<file path="src/rtl/mclkdiv_pkg.sv">
package mclkdiv_pkg;
  localparam int M_LSB   = 0;
  localparam int M_W     = 4;
  localparam int OPH_LSB = 8;
  localparam int PH_W    = 4;
  localparam int DLY_W   = 2;
  localparam int P_LSB   = 16;
  localparam int P_W     = 2;
  localparam int SPH_LSB = 20;
  localparam int SEL_LSB = 24;
  localparam int EN_BIT  = 31;
  localparam int CNT_W   = M_W + (2**P_W) - 1;

  typedef struct packed {
    logic [DLY_W-1:0] sph;
    logic [DLY_W-1:0] oph;
    logic [P_W-1:0]   p;
    logic [M_W-1:0]   m;
  } div_cfg_t;

  function automatic logic [31:0] field_mask(int selw);
    logic [31:0] r;
    r = '0;
    r[M_LSB+:M_W]     = '1;
    r[OPH_LSB+:PH_W]  = '1;
    r[P_LSB+:P_W]     = '1;
    r[SPH_LSB+:PH_W]  = '1;
    for (int i = 0; i < selw; i++) r[SEL_LSB+i] = 1'b1;
    r[EN_BIT] = 1'b1;
    return r;
  endfunction
endpackage

</file>
<file path="src/rtl/mclkdiv_cfg.sv">
module mclkdiv_cfg
  import mclkdiv_pkg::*;
#(
  parameter int SEL_W = 2
) (
  input  logic             clk,
  input  logic             rst_n,
  input  logic             we,
  input  logic [31:0]      wdata,
  output logic [31:0]      rdata,
  output logic             en,
  output logic [SEL_W-1:0] sel,
  output div_cfg_t         fields
);
  localparam logic [31:0] MASK = field_mask(SEL_W);

  logic [31:0] word_q, word_d;

  always_comb begin
    word_d = word_q;
    if (we) word_d = wdata & MASK;
  end

  always_ff @(posedge clk or negedge rst_n) begin
    if (!rst_n) word_q <= '0;
    else if (we) word_q <= word_d;
  end

  assign rdata      = word_q;
  assign en         = word_q[EN_BIT];
  assign sel        = word_q[SEL_LSB+:SEL_W];
  assign fields.m   = word_q[M_LSB+:M_W];
  assign fields.p   = word_q[P_LSB+:P_W];
  assign fields.oph = word_q[OPH_LSB+:DLY_W];
  assign fields.sph = word_q[SPH_LSB+:DLY_W];
endmodule

</file>
<file path="src/rtl/mclkdiv_core.sv">
module mclkdiv_core
  import mclkdiv_pkg::*;
(
  input  logic     clk,
  input  logic     rst_n,
  input  logic     en,
  input  logic     tick,
  input  div_cfg_t pend,
  output logic     main_q,
  output div_cfg_t act
);
  logic [CNT_W-1:0] cnt_q, cnt_d;
  logic             main_d;
  div_cfg_t         act_q, act_d, eff;
  logic [CNT_W:0]   m_ext, n_eff, half, cnt_inc;
  logic             upd;

  always_comb begin
    eff     = (cnt_q == '0) ? pend : act_q;
    m_ext   = (CNT_W+1)'(eff.m) + 1'b1;
    n_eff   = m_ext << eff.p;
    half    = (n_eff + 1'b1) >> 1;
    cnt_inc = {1'b0, cnt_q} + 1'b1;
    upd     = !en || tick;
    cnt_d   = cnt_q;
    main_d  = main_q;
    act_d   = act_q;
    if (!en) begin
      cnt_d  = '0;
      main_d = 1'b0;
      act_d  = pend;
    end else if (tick) begin
      main_d = ({1'b0, cnt_q} < half);
      act_d  = eff;
      if (cnt_inc >= n_eff) cnt_d = '0;
      else                  cnt_d = cnt_inc[CNT_W-1:0];
    end
  end

  always_ff @(posedge clk or negedge rst_n) begin
    if (!rst_n) begin
      cnt_q  <= '0;
      main_q <= 1'b0;
      act_q  <= '0;
    end else if (upd) begin
      cnt_q  <= cnt_d;
      main_q <= main_d;
      act_q  <= act_d;
    end
  end

  assign act = act_q;
endmodule

</file>
<file path="src/rtl/mclkdiv_hist.sv">
module mclkdiv_hist #(
  parameter int DEPTH = 3
) (
  input  logic             clk,
  input  logic             rst_n,
  input  logic             en,
  input  logic             tick,
  input  logic             main_q,
  output logic [DEPTH-1:0] hist
);
  logic [DEPTH-1:0] hist_q, hist_d;
  logic             upd;

  always_comb begin
    upd    = !en || tick;
    hist_d = hist_q;
    if (!en)       hist_d = '0;
    else if (tick) hist_d = {hist_q[DEPTH-2:0], main_q};
  end

  always_ff @(posedge clk or negedge rst_n) begin
    if (!rst_n)   hist_q <= '0;
    else if (upd) hist_q <= hist_d;
  end

  assign hist = hist_q;
endmodule

</file>
<file path="src/rtl/mclkdiv_pick.sv">
module mclkdiv_pick #(
  parameter int DLY_W = 2,
  parameter int DEPTH = 3
) (
  input  logic             en,
  input  logic             main_q,
  input  logic [DEPTH-1:0] hist,
  input  logic [DLY_W-1:0] dly,
  output logic             tap
);
  logic pick;

  always_comb begin
    pick = ~main_q;
    for (int i = 1; i <= DEPTH; i++) begin
      if (dly == DLY_W'(i)) pick = hist[i-1];
    end
  end

  assign tap = en & pick;
endmodule

</file>
<file path="src/rtl/mclkdiv.sv">
module mclkdiv
  import mclkdiv_pkg::*;
#(
  parameter int NSRC = 4
) (
  input  logic            clk,
  input  logic            rst_n,
  input  logic [NSRC-1:0] src_tick,
  input  logic            cfg_we,
  input  logic [31:0]     cfg_wdata,
  output logic [31:0]     cfg_rdata,
  output logic            mod_clk,
  output logic            out_phase_clk,
  output logic            smp_phase_clk
);
  localparam int SEL_W = (NSRC > 1) ? $clog2(NSRC) : 1;
  localparam int DEPTH = (2**DLY_W) - 1;
  localparam int NTAP  = 2;

  logic [1:0]       rst_sync_q;
  logic             rst_sync_n;
  logic             en;
  logic [SEL_W-1:0] sel;
  logic             tick;
  div_cfg_t         pend, act_cfg;
  logic             main_q;
  logic [DEPTH-1:0] hist;
  logic [DLY_W-1:0] oph_act;
  logic [DLY_W-1:0] dly_arr [NTAP];
  logic [NTAP-1:0]  taps;

  always_ff @(posedge clk or negedge rst_n) begin
    if (!rst_n) rst_sync_q <= 2'b00;
    else        rst_sync_q <= {rst_sync_q[0], 1'b1};
  end
  assign rst_sync_n = rst_sync_q[1];

  mclkdiv_cfg #(.SEL_W(SEL_W)) u_cfg (
    .clk    (clk),
    .rst_n  (rst_sync_n),
    .we     (cfg_we),
    .wdata  (cfg_wdata),
    .rdata  (cfg_rdata),
    .en     (en),
    .sel    (sel),
    .fields (pend)
  );

  assign tick = src_tick[sel];

  mclkdiv_core u_core (
    .clk    (clk),
    .rst_n  (rst_sync_n),
    .en     (en),
    .tick   (tick),
    .pend   (pend),
    .main_q (main_q),
    .act    (act_cfg)
  );

  mclkdiv_hist #(.DEPTH(DEPTH)) u_hist (
    .clk    (clk),
    .rst_n  (rst_sync_n),
    .en     (en),
    .tick   (tick),
    .main_q (main_q),
    .hist   (hist)
  );

  assign dly_arr[0] = act_cfg.oph;
  assign dly_arr[1] = act_cfg.sph;
  assign oph_act    = act_cfg.oph;

  for (genvar g = 0; g < NTAP; g++) begin : g_tap
    mclkdiv_pick #(.DLY_W(DLY_W), .DEPTH(DEPTH)) u_pick (
      .en     (en),
      .main_q (main_q),
      .hist   (hist),
      .dly    (dly_arr[g]),
      .tap    (taps[g])
    );
  end

  assign mod_clk       = en & main_q;
  assign out_phase_clk = taps[0];
  assign smp_phase_clk = taps[1];
endmodule

</file>
<file path="config.mk">
export PLATFORM = sky130hd
export DESIGN_NAME = mclkdiv
export DESIGN_NICKNAME = d
export VERILOG_FILES = /design/src/rtl/mclkdiv_pkg.sv /design/src/rtl/mclkdiv_cfg.sv /design/src/rtl/mclkdiv_core.sv /design/src/rtl/mclkdiv_hist.sv /design/src/rtl/mclkdiv_pick.sv /design/src/rtl/mclkdiv.sv
export SDC_FILE = /design/constraint.sdc
export NUM_CORES = 1
export LEC_CHECK = 0
export ABC_AREA = 1
export BUFFER_PORTS_ARGS = -buffer_cell sky130_fd_sc_hd__buf_2
export CAP_MARGIN = 20
export CORE_ASPECT_RATIO = 1.4
export CORE_MARGIN = 4
export CORE_UTILIZATION = 25
export CTS_CLUSTER_SIZE = 12
export DETAILED_ROUTE_END_ITERATION = 8
export PLACE_DENSITY_LB_ADDON = 0.12
export REMOVE_ABC_BUFFERS = 1
export SYNTH_ARGS = -nofsm -noshare
export SYNTH_HDL_FRONTEND = slang
export SYNTH_SLANG_ARGS = --single-unit
</file>
<file path="constraint.sdc">
create_clock -name clk -period 1.3 [get_ports clk]
set_input_delay 0.39 -clock clk [delete_from_list [all_inputs] [get_ports clk]]
set_output_delay 0.39 -clock clk [all_outputs]
set_load 0.02 [all_outputs]
</file>
== Word-level counts from Yosys, hierarchy flattened ==
Index checks and enable logic that the tools add are counted.

* Register bits: 40
* Latch bits: 0
* Bits in writable memories: 0
* Bits in read-only memories: 0
* Bits of input ports: 39
* Output and inout port bits: 35
* Word-level logic and storage cells: 51
* Memories kept: 0

* Add/subtract/negate cells: 3
* Multipliers: 0
* Divide/modulo/power cells: 0
* Magnitude comparators: 3
* Equal/unequal tests: 8
* Shift operators: 1
* Mux-type cells: 18
* Bitwise logic cells: 4
* Reduce and logical (&&, ||, !) cells: 5

{| class="wikitable"
|+ Operator list
! operator !! count
|-
| $mux W10 || 3
|-
| $mux W7 || 3
|-
| $mux W1 || 9
|-
| $add A7 B1 Y8 const B || 1
|-
| $add A8 B1 Y8 const B || 1
|-
| $eq A2 B2 Y1 const B || 4
|-
| $ge A8 B8 Y1 || 1
|-
| $shl A8 B2 Y8 || 1
|-
| $logic_not A7 Y1 || 1
|-
| $lt A7 B7 Y1 || 1
|-
| $mux W3 || 2
|-
| $add A4 B1 Y5 const B || 1
|-
| $eq A2 B1 Y1 const B || 2
|-
| $ne A2 B1 Y1 const B || 2
|-
| $and A1 B1 Y1 || 3
|-
| $lt A2 B3 Y1 const B || 1
|-
| $reduce_and A3 Y1 || 1
|-
| $bmux W1 S2 || 1
|-
| $reduce_and A2 Y1 || 1
|-
| $logic_not A1 Y1 || 1
|-
| $logic_or A1 B1 Y1 || 1
|-
| $not A1 Y1 || 1
|}

== Logic depth before layout (Yosys ltp) ==
Gate-level depths: netlist of run 1.

* Depth after elaboration: 8
* Mapped depth: 24
* Mapped depth without buffers: 24

== Hierarchy ==
Synthesis of run 1 repeated with hierarchy kept, for this count alone.

* Cells, all modules: 369
* Area total of the unflattened synthesis: 2830.2 um^2

{| class="wikitable"
|+ Modules (own cells, without submodules)
! module !! instances !! cells each !! area an instance (um^2) !! seq. area each (um^2)
|-
| mclkdiv_core || 1 || 211 || 1575.3 || 450.4
|-
| mclkdiv_cfg || 1 || 101 || 894.6 || 425.4
|-
| mclkdiv_pick || 2 || 13 || 63.8 || 0.0
|-
| mclkdiv_hist || 1 || 13 || 120.1 || 75.1
|-
| mclkdiv || 1 || 18 || 112.6 || 50.0
|}

== Least setup slack after synthesis of run 1 ==
OpenSTA, ideal clock, no wires.

* Kind: register to register
* From: reg u_core.cnt_q[0]
* To: reg u_core.cnt_q[2]
* Library setup time: 0.159 ns
* Arrival: 3.043 ns
* Data required time: 1.141 ns
* Slack: -1.902 ns
* Stages on the path, launching flop included: 17
* Path buffers: 0
* Period minus slack after synthesis: 3.202 ns
* Path through: dfrtp_1 inv_1 ha_1 inv_1 nor2_2 nand3_4 nand2_2 nand2_2 ha_1 nand3b_1 nand2_1 nand2_1 a31oi_1 ha_1 nand2_1 o41ai_1 o21ai_0

* Cells in the longest elaborated chain, start to end: 8
* Elaborated cells on any way between the ends: 9
* Those cells by class: 2 x add/sub; 1 x order compare; 1 x shift; 4 x mux; 1 x reduce/logical

{| class="wikitable"
|+ RTL lines
! what !! line !! text
|-
| from (decl) || mclkdiv_core.sv:12 || <nowiki>logic [CNT_W-1:0] cnt_q, cnt_d;</nowiki>
|-
| from (signal assigned) || mclkdiv_core.sv:46 || <nowiki>cnt_q <= cnt_d;</nowiki>
|-
| $logic_not A7 Y1 || mclkdiv_core.sv:19 || <nowiki>eff = (cnt_q == '0) ? pend : act_q;</nowiki>
|-
| $mux W10 || mclkdiv_core.sv:19 ||
|-
| $add A4 B1 Y5 || mclkdiv_core.sv:20 || <nowiki>m_ext = (CNT_W+1)'(eff.m) + 1'b1;</nowiki>
|-
| $shl A8 B2 Y8 || mclkdiv_core.sv:21 || <nowiki>n_eff = m_ext << eff.p;</nowiki>
|-
| $ge A8 B8 Y1 || mclkdiv_core.sv:35 || <nowiki>if (cnt_inc >= n_eff) cnt_d = '0;</nowiki>
|-
| $mux W7 * || mclkdiv_core.sv:35 ||
|-
| $mux W7 * || mclkdiv_core.sv:32 || <nowiki>end else if (tick) begin</nowiki>
|-
| $mux W7 * || mclkdiv_core.sv:28 || <nowiki>if (!en) begin</nowiki>
|}

Mark *: on every way between the ends. The rest lies on a longest branch, timed or not. The select of a mux whose other input is x is not followed.
A chain may end at the register's enable or synchronous reset.

== Worst setup path in the final report of run 1 ==
* From: reg u_core.cnt_q[0]
* To: reg u_core.cnt_q[1]

Same word-level chain as after synthesis.

==> results of run 1 <==
-- power breakdown --
part	switching (mW)	internal, mW
combinational	2.88	2.87
clock	0.475	0.766
sequential	0.129	1.44
total	3.48	5.07
-- area by class of cell --
class                           instances  area, sq um
Multi-Input combinational cell        219         1530
Tap cell                              135          169
Timing Repair Buffer                  133         1100
Inverter                               44          168
Sequential cell                        40         1000
Fill cell                            1018         5840
Clock buffer                            8          146
-- cells in the final DEF (no fill, tap or decap), types with 3 or more instances in the layout --
| cell | synthesis | final |
|---|---|---|
| nor2_4 | 2 | 6 |
| a21oi_1 | 13 | 7 |
| nor2_2 | 4 | 3 |
| o22ai_1 | 5 | 3 |
| xor2_1 | 6 | 5 |
| ha_4 | 0 | 6 |
| nand3_2 | 4 | 6 |
| a21oi_2 | 0 | 6 |
| nand2_2 | 5 | 17 |
| nand4_1 | 5 | 5 |
| mux2_2 | 4 | 4 |
| inv_1 | 41 | 34 |
| buf_2 | 0 | 33 |
| conb_1 | 2 | 16 |
| o21ai_0 | 31 | 19 |
| o21ai_2 | 0 | 3 |
| nand3_1 | 9 | 7 |
| inv_2 | 3 | 9 |
| buf_6 | 0 | 26 |
| nor2_1 | 7 | 4 |
| nand2_1 | 70 | 57 |
| dfrtp_1 | 40 | 40 |
| clkbuf_16 | 0 | 6 |
| o21ai_1 | 1 | 10 |
| ha_1 | 18 | 12 |
| buf_4 | 16 | 68 |
-- cells in the mapped netlist --
cell	n	area, sq um
nand3_1	9	45.0
o21ai_0	31	155
nor2_1	7	26.3
ha_1	18	225
clkbuf_1	5	18.8
o21ai_4	2	32.5
a21oi_1	13	65.1
nor2_2	4	25.0
inv_1	41	154
nand3_2	4	40.0
o31ai_1	2	15.0
xor2_1	6	52.6
nand2_2	5	31.3
o22ai_1	5	31.3
and3_1	1	6.26
xnor2_1	1	8.76
inv_2	3	11.3
nand3_4	1	17.5
o211ai_1	2	15.0
nor2_4	2	22.5
a32o_1	1	10.0
conb_1	2	7.51
nand3b_1	1	7.51
buf_4	16	120
nor3_1	2	10.0
a31oi_1	2	12.5
nand4_1	5	31.3
o21ai_1	1	5.00
o41ai_1	1	8.76
o21bai_1	1	7.51
dfrtp_1	40	1000
o32ai_1	2	17.5
nand2_1	70	263
mux2_2	4	45.0
-- cells by family after synthesis --
kind of cell	after synthesis	synth area share, %
xor gates and xnor gates	7	2.41
AOI/OAI and AO/OA	63	14.7
adders and majority gates	18	8.85
DFF	40	39.3
and+or+nand+nor	111	20.6
other	2	0.295
buffers and inverters	65	11.9
muxes	4	1.77
-- layer usage --
| metal | up-vias | share of wire (%) | global-route usage (%) |
|---|---|---|---|
| li1 | 1253 | - | - |
| met1 | 1108 | 40 | 14.0 |
| met2 | 46 | 54 | 22.4 |
| met3 | 12 | 3.1 | 1.77 |
| met4 | 0 | 2.6 | 5.52 |
| met5 | - | 0 | 0 |
-- state kept, by name, indices dropped and copies added, names as in the netlist --
name and count:
u_hist.hist 3, u_core.main_q 1, rst_sync_q 2, u_core.act 10, u_core.cnt_q 7, u_cfg.rdata 17
-- worst max path at each step --
stage                             endpoint  slack [ps]  cells after the start                        start
5_1_grt          u_core.main_q$_DFFE_PN0P_       -2030                     23  u_core.cnt_q[0]$_DFFE_PN0P_
3_3_place_gp   u_core.cnt_q[0]$_DFFE_PN0P_       -2270                     18  u_core.cnt_q[0]$_DFFE_PN0P_
3_5_place_dp   u_core.cnt_q[1]$_DFFE_PN0P_       -2390                     18  u_core.cnt_q[1]$_DFFE_PN0P_
2_1_floorplan  u_core.cnt_q[2]$_DFFE_PN0P_       -1900                     16  u_core.cnt_q[0]$_DFFE_PN0P_
6_report       u_core.cnt_q[1]$_DFFE_PN0P_       -1780                     18  u_core.cnt_q[0]$_DFFE_PN0P_
4_1_cts          u_core.main_q$_DFFE_PN0P_       -1900                     21  u_core.cnt_q[1]$_DFFE_PN0P_
-- stage by stage --
step	instances	area (sq um)	util, %	setup slack, ps	setup TNS [ps]
floorplan	303	2460	-	-1900	-18480
global route	579	4110	41.3	-2030	-22150
finish	579	4110	41.3	-1780	-18660
detailed placement	548	3360	33.7	-2390	-22250
global placement	548	3360	33.7	-2270	-20950
CTS	576	4010	40.3	-1900	-19990
-- worst max-delay path, cell delays in order (launching register included) --
cell     delay (ps)
dfrtp_1         380
inv_2            80
ha_4            130
inv_2            40
nor2_4          110
nand3_4         100
buf_6           150
o21ai_4         260
buf_6           140
nand3_2          90
buf_6           120
nand3_2          50
nand2_2          60
buf_4           140
ha_4            250
nand2_2          70
o41ai_4         510
buf_4           210
o22ai_1          60
-- repair_timing --
item                                    4_1_cts  5_1_grt
cloned                                        2        1
hold buffers                                  1        0
gates resized for setup                      89       18
pin swaps                                    33       30
setup buffers                                20        5
endpoints found under the setup margin       31       32
endpoints found under the hold margin         2        0
==> impl_results.md, run 1 <==
- Root Buffer: clkbuf_16
- Final wirelength: 7.05 mm
- Io pins: 74
- Max clock buf depth: 2
- H-tree Lvls: 2
- Clock sinks: 40
- Total GRT Usage: 12.3%
- Final worst path period share: 237%
- Initial core utilization: 25.6%
- Synth warn: 0
- Worst min path class: reg2async
- LEAKAGE: 2.07 nW
- Worst path arrival time: 3240 ps
- DRC: 0
- Layout area overhead: 61.6%
- PortBufs: 43
- Worst Tran Pin Value: 519 ps
- GPL Wtd Cong: 0.780
- Mean routed wirelength per cell: 12.2 um
- Count of cell types in the netlist: 34
- Final WS setup: -1780 ps
- Initial antenna violation count: 0
- Reg2Reg Setup Slack: -1780 ps
- Register area share after synthesis: 39.3%
- Outcome: complete, but fails checks
- Max_slew headroom: 65.3%
- Worst setup SP type: flip-flop
- Total number of vias: 2419
- Share of cells above drive strength 1: 47.3%
- Diode count: 0
- Max Cap Viol: 0
- Die X: 93.3 um
- Worst-skew pair later-pin latency: 280 ps
- Vias in the first global route: 2512
- CORE AREA: 9950 sq um
- Avg Cell Area, Syn: 8.21 sq um
- Worst reg2reg path startpoint: u_core.cnt_q[0]$_DFFE_PN0P_
- Crit-path max FO: 8
- Final hold slack: 187 ps
- DR pass1 iterations: 4
- Average via count per standard cell: 4.18
- Reg2reg end: u_core.cnt_q[1]$_DFFE_PN0P_
- CTS tree: yes
- Peak supply drop: 1380 uV
- Pin count of the biggest net entering global routing: 27
- Worst setup EP type: flip-flop
- Netlist Area Pre-Place: 2540 sq um
- Total Power: 8.55 mW
- Num CTS Buffers: 5
- Grt ovf: 0
- Hpwl dp: 5.22 mm
- Setup Skew: 3.21 ps
- First-pass GRT wire length: 11.6 mm
- RSZ-0062 raised after global routing: yes
- Req. time, crit path: 1460 ps
- R2R depth: 18
- Initial DRC Count: 45
- Die area: 11900 sq um
- Final Max Slew Viols: 0
- Mapped Cells: 310
- Nets@finish: 500
- Final setup violation count: 28
- Post-route ant nets: 0
- Number of synthesized register bits: 40
- CTS clock-pin slew for the worst setup and hold paths: 60 ps
- Post-layout min period: 3080 ps
- Row count: 43
- Critical path type: reg2reg
- Hold Violations, Final: 0
- Fmax: 0.325 GHz
- Die Y: 127 um
- Failing checks: negative setup slack
- PD cells: 2080 nW/um^2
(Power assumes the default switching activity.)
==> run 2: changes to the inputs <==
==> constraint.sdc (replaced) <==
create_clock -name clk -period 1.3 [get_ports clk]
set_input_delay 0.26 -clock clk [delete_from_list [all_inputs] [get_ports clk]]
set_output_delay 0.26 -clock clk [all_outputs]
set_load 0.02 [all_outputs]
==> run 2 against run 1 <==
Net effect: the run still ends with negative setup slack left; worst setup slack got worse by 76 ps; largest cell class unchanged; sequential cell count did not move; first-iteration DRC count fell by 16%.
==> impl_results.md, run 2 (synthesized netlist as in run 1, its figures left out) <==
- Initial antenna violation count: 0 (unchanged)
- LEAKAGE: 2.06 nW (-0.35%)
- Final setup violation count: 23 (-18%)
- Outcome: complete, but fails checks
- Die area: 11900 sq um (unchanged)
- Post-route ant nets: 0 (unchanged)
- GPL Wtd Cong: 0.742 (-4.9%)
- CTS clock-pin slew for the worst setup and hold paths: 60 ps (about the same)
- Root Buffer: clkbuf_16
- Final worst path period share: 243% (+5.9 points)
- Grt ovf: 0 (unchanged)
- Num CTS Buffers: 5 (unchanged)
- CORE AREA: 9950 sq um (unchanged)
- Critical path buffers and inverters: 3 (-4)
- Initial core utilization: 25.6% (unchanged)
- Initial DRC Count: 38 (-16%)
- Max clock buf depth: 2 (unchanged)
- Critical path type: reg2reg
- Worst-path cell with the longest stage delay: dfrtp_1
- Max stage delay on crit path: 380 ps (-130 ps)
- Commonest non-fill, non-tap cell in the layout: buf_4
- Cell family with most CP delay: simple AND/OR/NAND/NOR gates
- Worst setup SP type: flip-flop
- Post-layout min period: 3160 ps (+76.2 ps)
- Final WS setup: -1860 ps (-76.2 ps)
- Highest-count cells in the layout ignoring fill and taps: buf_4, nand2_1, buf_2
- H-tree Lvls: 2 (unchanged)
- Share of cells above drive strength 1: 50.7% (+3.4 points)
- Final wirelength: 6.69 mm (-5.1%)
- Worst setup EP type: flip-flop
- First-pass GRT wire length: 10.6 mm (-9.3%)
- Fin cells: 571 (-1.4%)
- Average via count per standard cell: 4.10 (-1.8%)
- Total Power: 9.11 mW (+6.5%)
- Total GRT Usage: 11.3% (-0.95 points)
- Diode count: 0 (unchanged)
- Pin count of the biggest net entering global routing: 27 (unchanged)
- Failing checks: negative setup slack
- PD cells: 2200 nW/um^2 (+5.9%)
- Peak supply drop: 1410 uV (+2.6%)
- Final Max Slew Viols: 0 (unchanged)
- Die Y: 127 um (unchanged)
- Row count: 43 (unchanged)
- PortBufs: 43 (unchanged)
- Vias in the first global route: 2318 (-7.7%)
- Fmax: 0.317 GHz (-2.4%)
- DRC: 0 (unchanged)
- Hpwl dp: 5.22 mm (-0.12%)
- Max Cap Viol: 0 (unchanged)
- Nets@finish: 492 (-1.6%)
- Cells along the critical path: inv_2, ha_4, inv_2, nor2_4, nand3_4, nand2_4, nand2_4, ha_4, nand3b_1, nand2_1, nand2_2, nand3_2, nand2_2, buf_6, xor2_2, ha_1, nand3_1, nand2_1, a21oi_2, o21bai_1, a21oi_1, o21ai_1, o21ai_1
- Mean routed wirelength per cell: 11.7 um (-3.8%)
- Crit-path max FO: 4 (-4)
- Cells after DPL: 547 (-0.18%)
- Req. time, crit path: 1460 ps (about the same)
- Setup Skew: 5.82 ps (+2.62 ps)
- Die X: 93.3 um (unchanged)
- DR pass1 iterations: 4 (unchanged)
- Worst-skew pair later-pin latency: 280 ps (about the same)
- Layout area overhead: 62.3%
- Final hold slack: 181 ps (-5.60 ps)
- Clock sinks: 40 (unchanged)
- RSZ-0062 raised after global routing: yes
- Hold Violations, Final: 0 (unchanged)
- Worst path arrival time: 3320 ps (+80 ps)
- CTS tree: yes
- Max FFs per register: 17 (unchanged)
- Total number of vias: 2342 (-3.2%)
- Worst min path class: reg2async
- Io pins: 74 (unchanged)
[run 2: metal layers]
layer	up-vias	share of wire (%)	wire, um	track usage [%]
met5	-	0	0	0
met2	35	53	3540	20.3
li1	1229	-	-	-
met1	1072	43	2850	13.6
met4	0	1.6	108	4.14
met3	6	2.9	192	1.71
[run 2: layout make-up]
type	count	area, sq um
Fill cell	1023	5820
Multi-Input combinational cell	219	1690
Sequential cell	40	1000
Timing Repair Buffer	125	918
Tap cell	135	169
Inverter	44	168
Clock buffer	7	153
Clock inverter	1	30.0
[run 2: power breakdown]
part	switching (mW)	internal [mW]
registers	0.139	1.44
logic	3.10	2.94
clock network	0.472	1.01
[run 2: path summary, 6_finish.rpt]
kind                       cells past startpoint                          end                        start  slack [ps]
min in group clk                               3  u_cfg.rdata[25]$_DFFE_PN0P_                cfg_wdata[25]         180
setup reg to reg                              23    u_core.main_q$_DFFE_PN0P_  u_core.cnt_q[1]$_DFFE_PN0P_       -1860
max in group asynchronous                      1    u_core.act[7]$_DFFE_PN0P_      rst_sync_q[1]$_DFF_PN0_         770
hold reg to reg                                1  u_cfg.rdata[16]$_DFFE_PN0P_      rst_sync_q[1]$_DFF_PN0_         180
setup / recovery                              23    u_core.main_q$_DFFE_PN0P_  u_core.cnt_q[1]$_DFFE_PN0P_       -1860
hold / removal                                 1  u_cfg.rdata[16]$_DFFE_PN0P_      rst_sync_q[1]$_DFF_PN0_         180
[run 2: metrics by stage]
step	util [%]	setup TNS [ps]	cell area (sq um)	setup slack (ps)
after floorplan	-	-18400	2460	-1900
after global placement	33.6	-22740	3340	-2510
after detailed placement	33.6	-20520	3350	-2210
after CTS	38.4	-18140	3820	-1900
after global routing	41.5	-20250	4130	-2080
final	41.5	-17040	4130	-1860
[run 2: repair_timing]
action | in CTS | in global routing
resized for setup | 57 | 63
endpoints found under the setup margin | 23 | 24
hold buffers | 1 | 0
pin swaps | 24 | 40
endpoints found under the hold margin | 2 | 0
setup buffers | 9 | 7
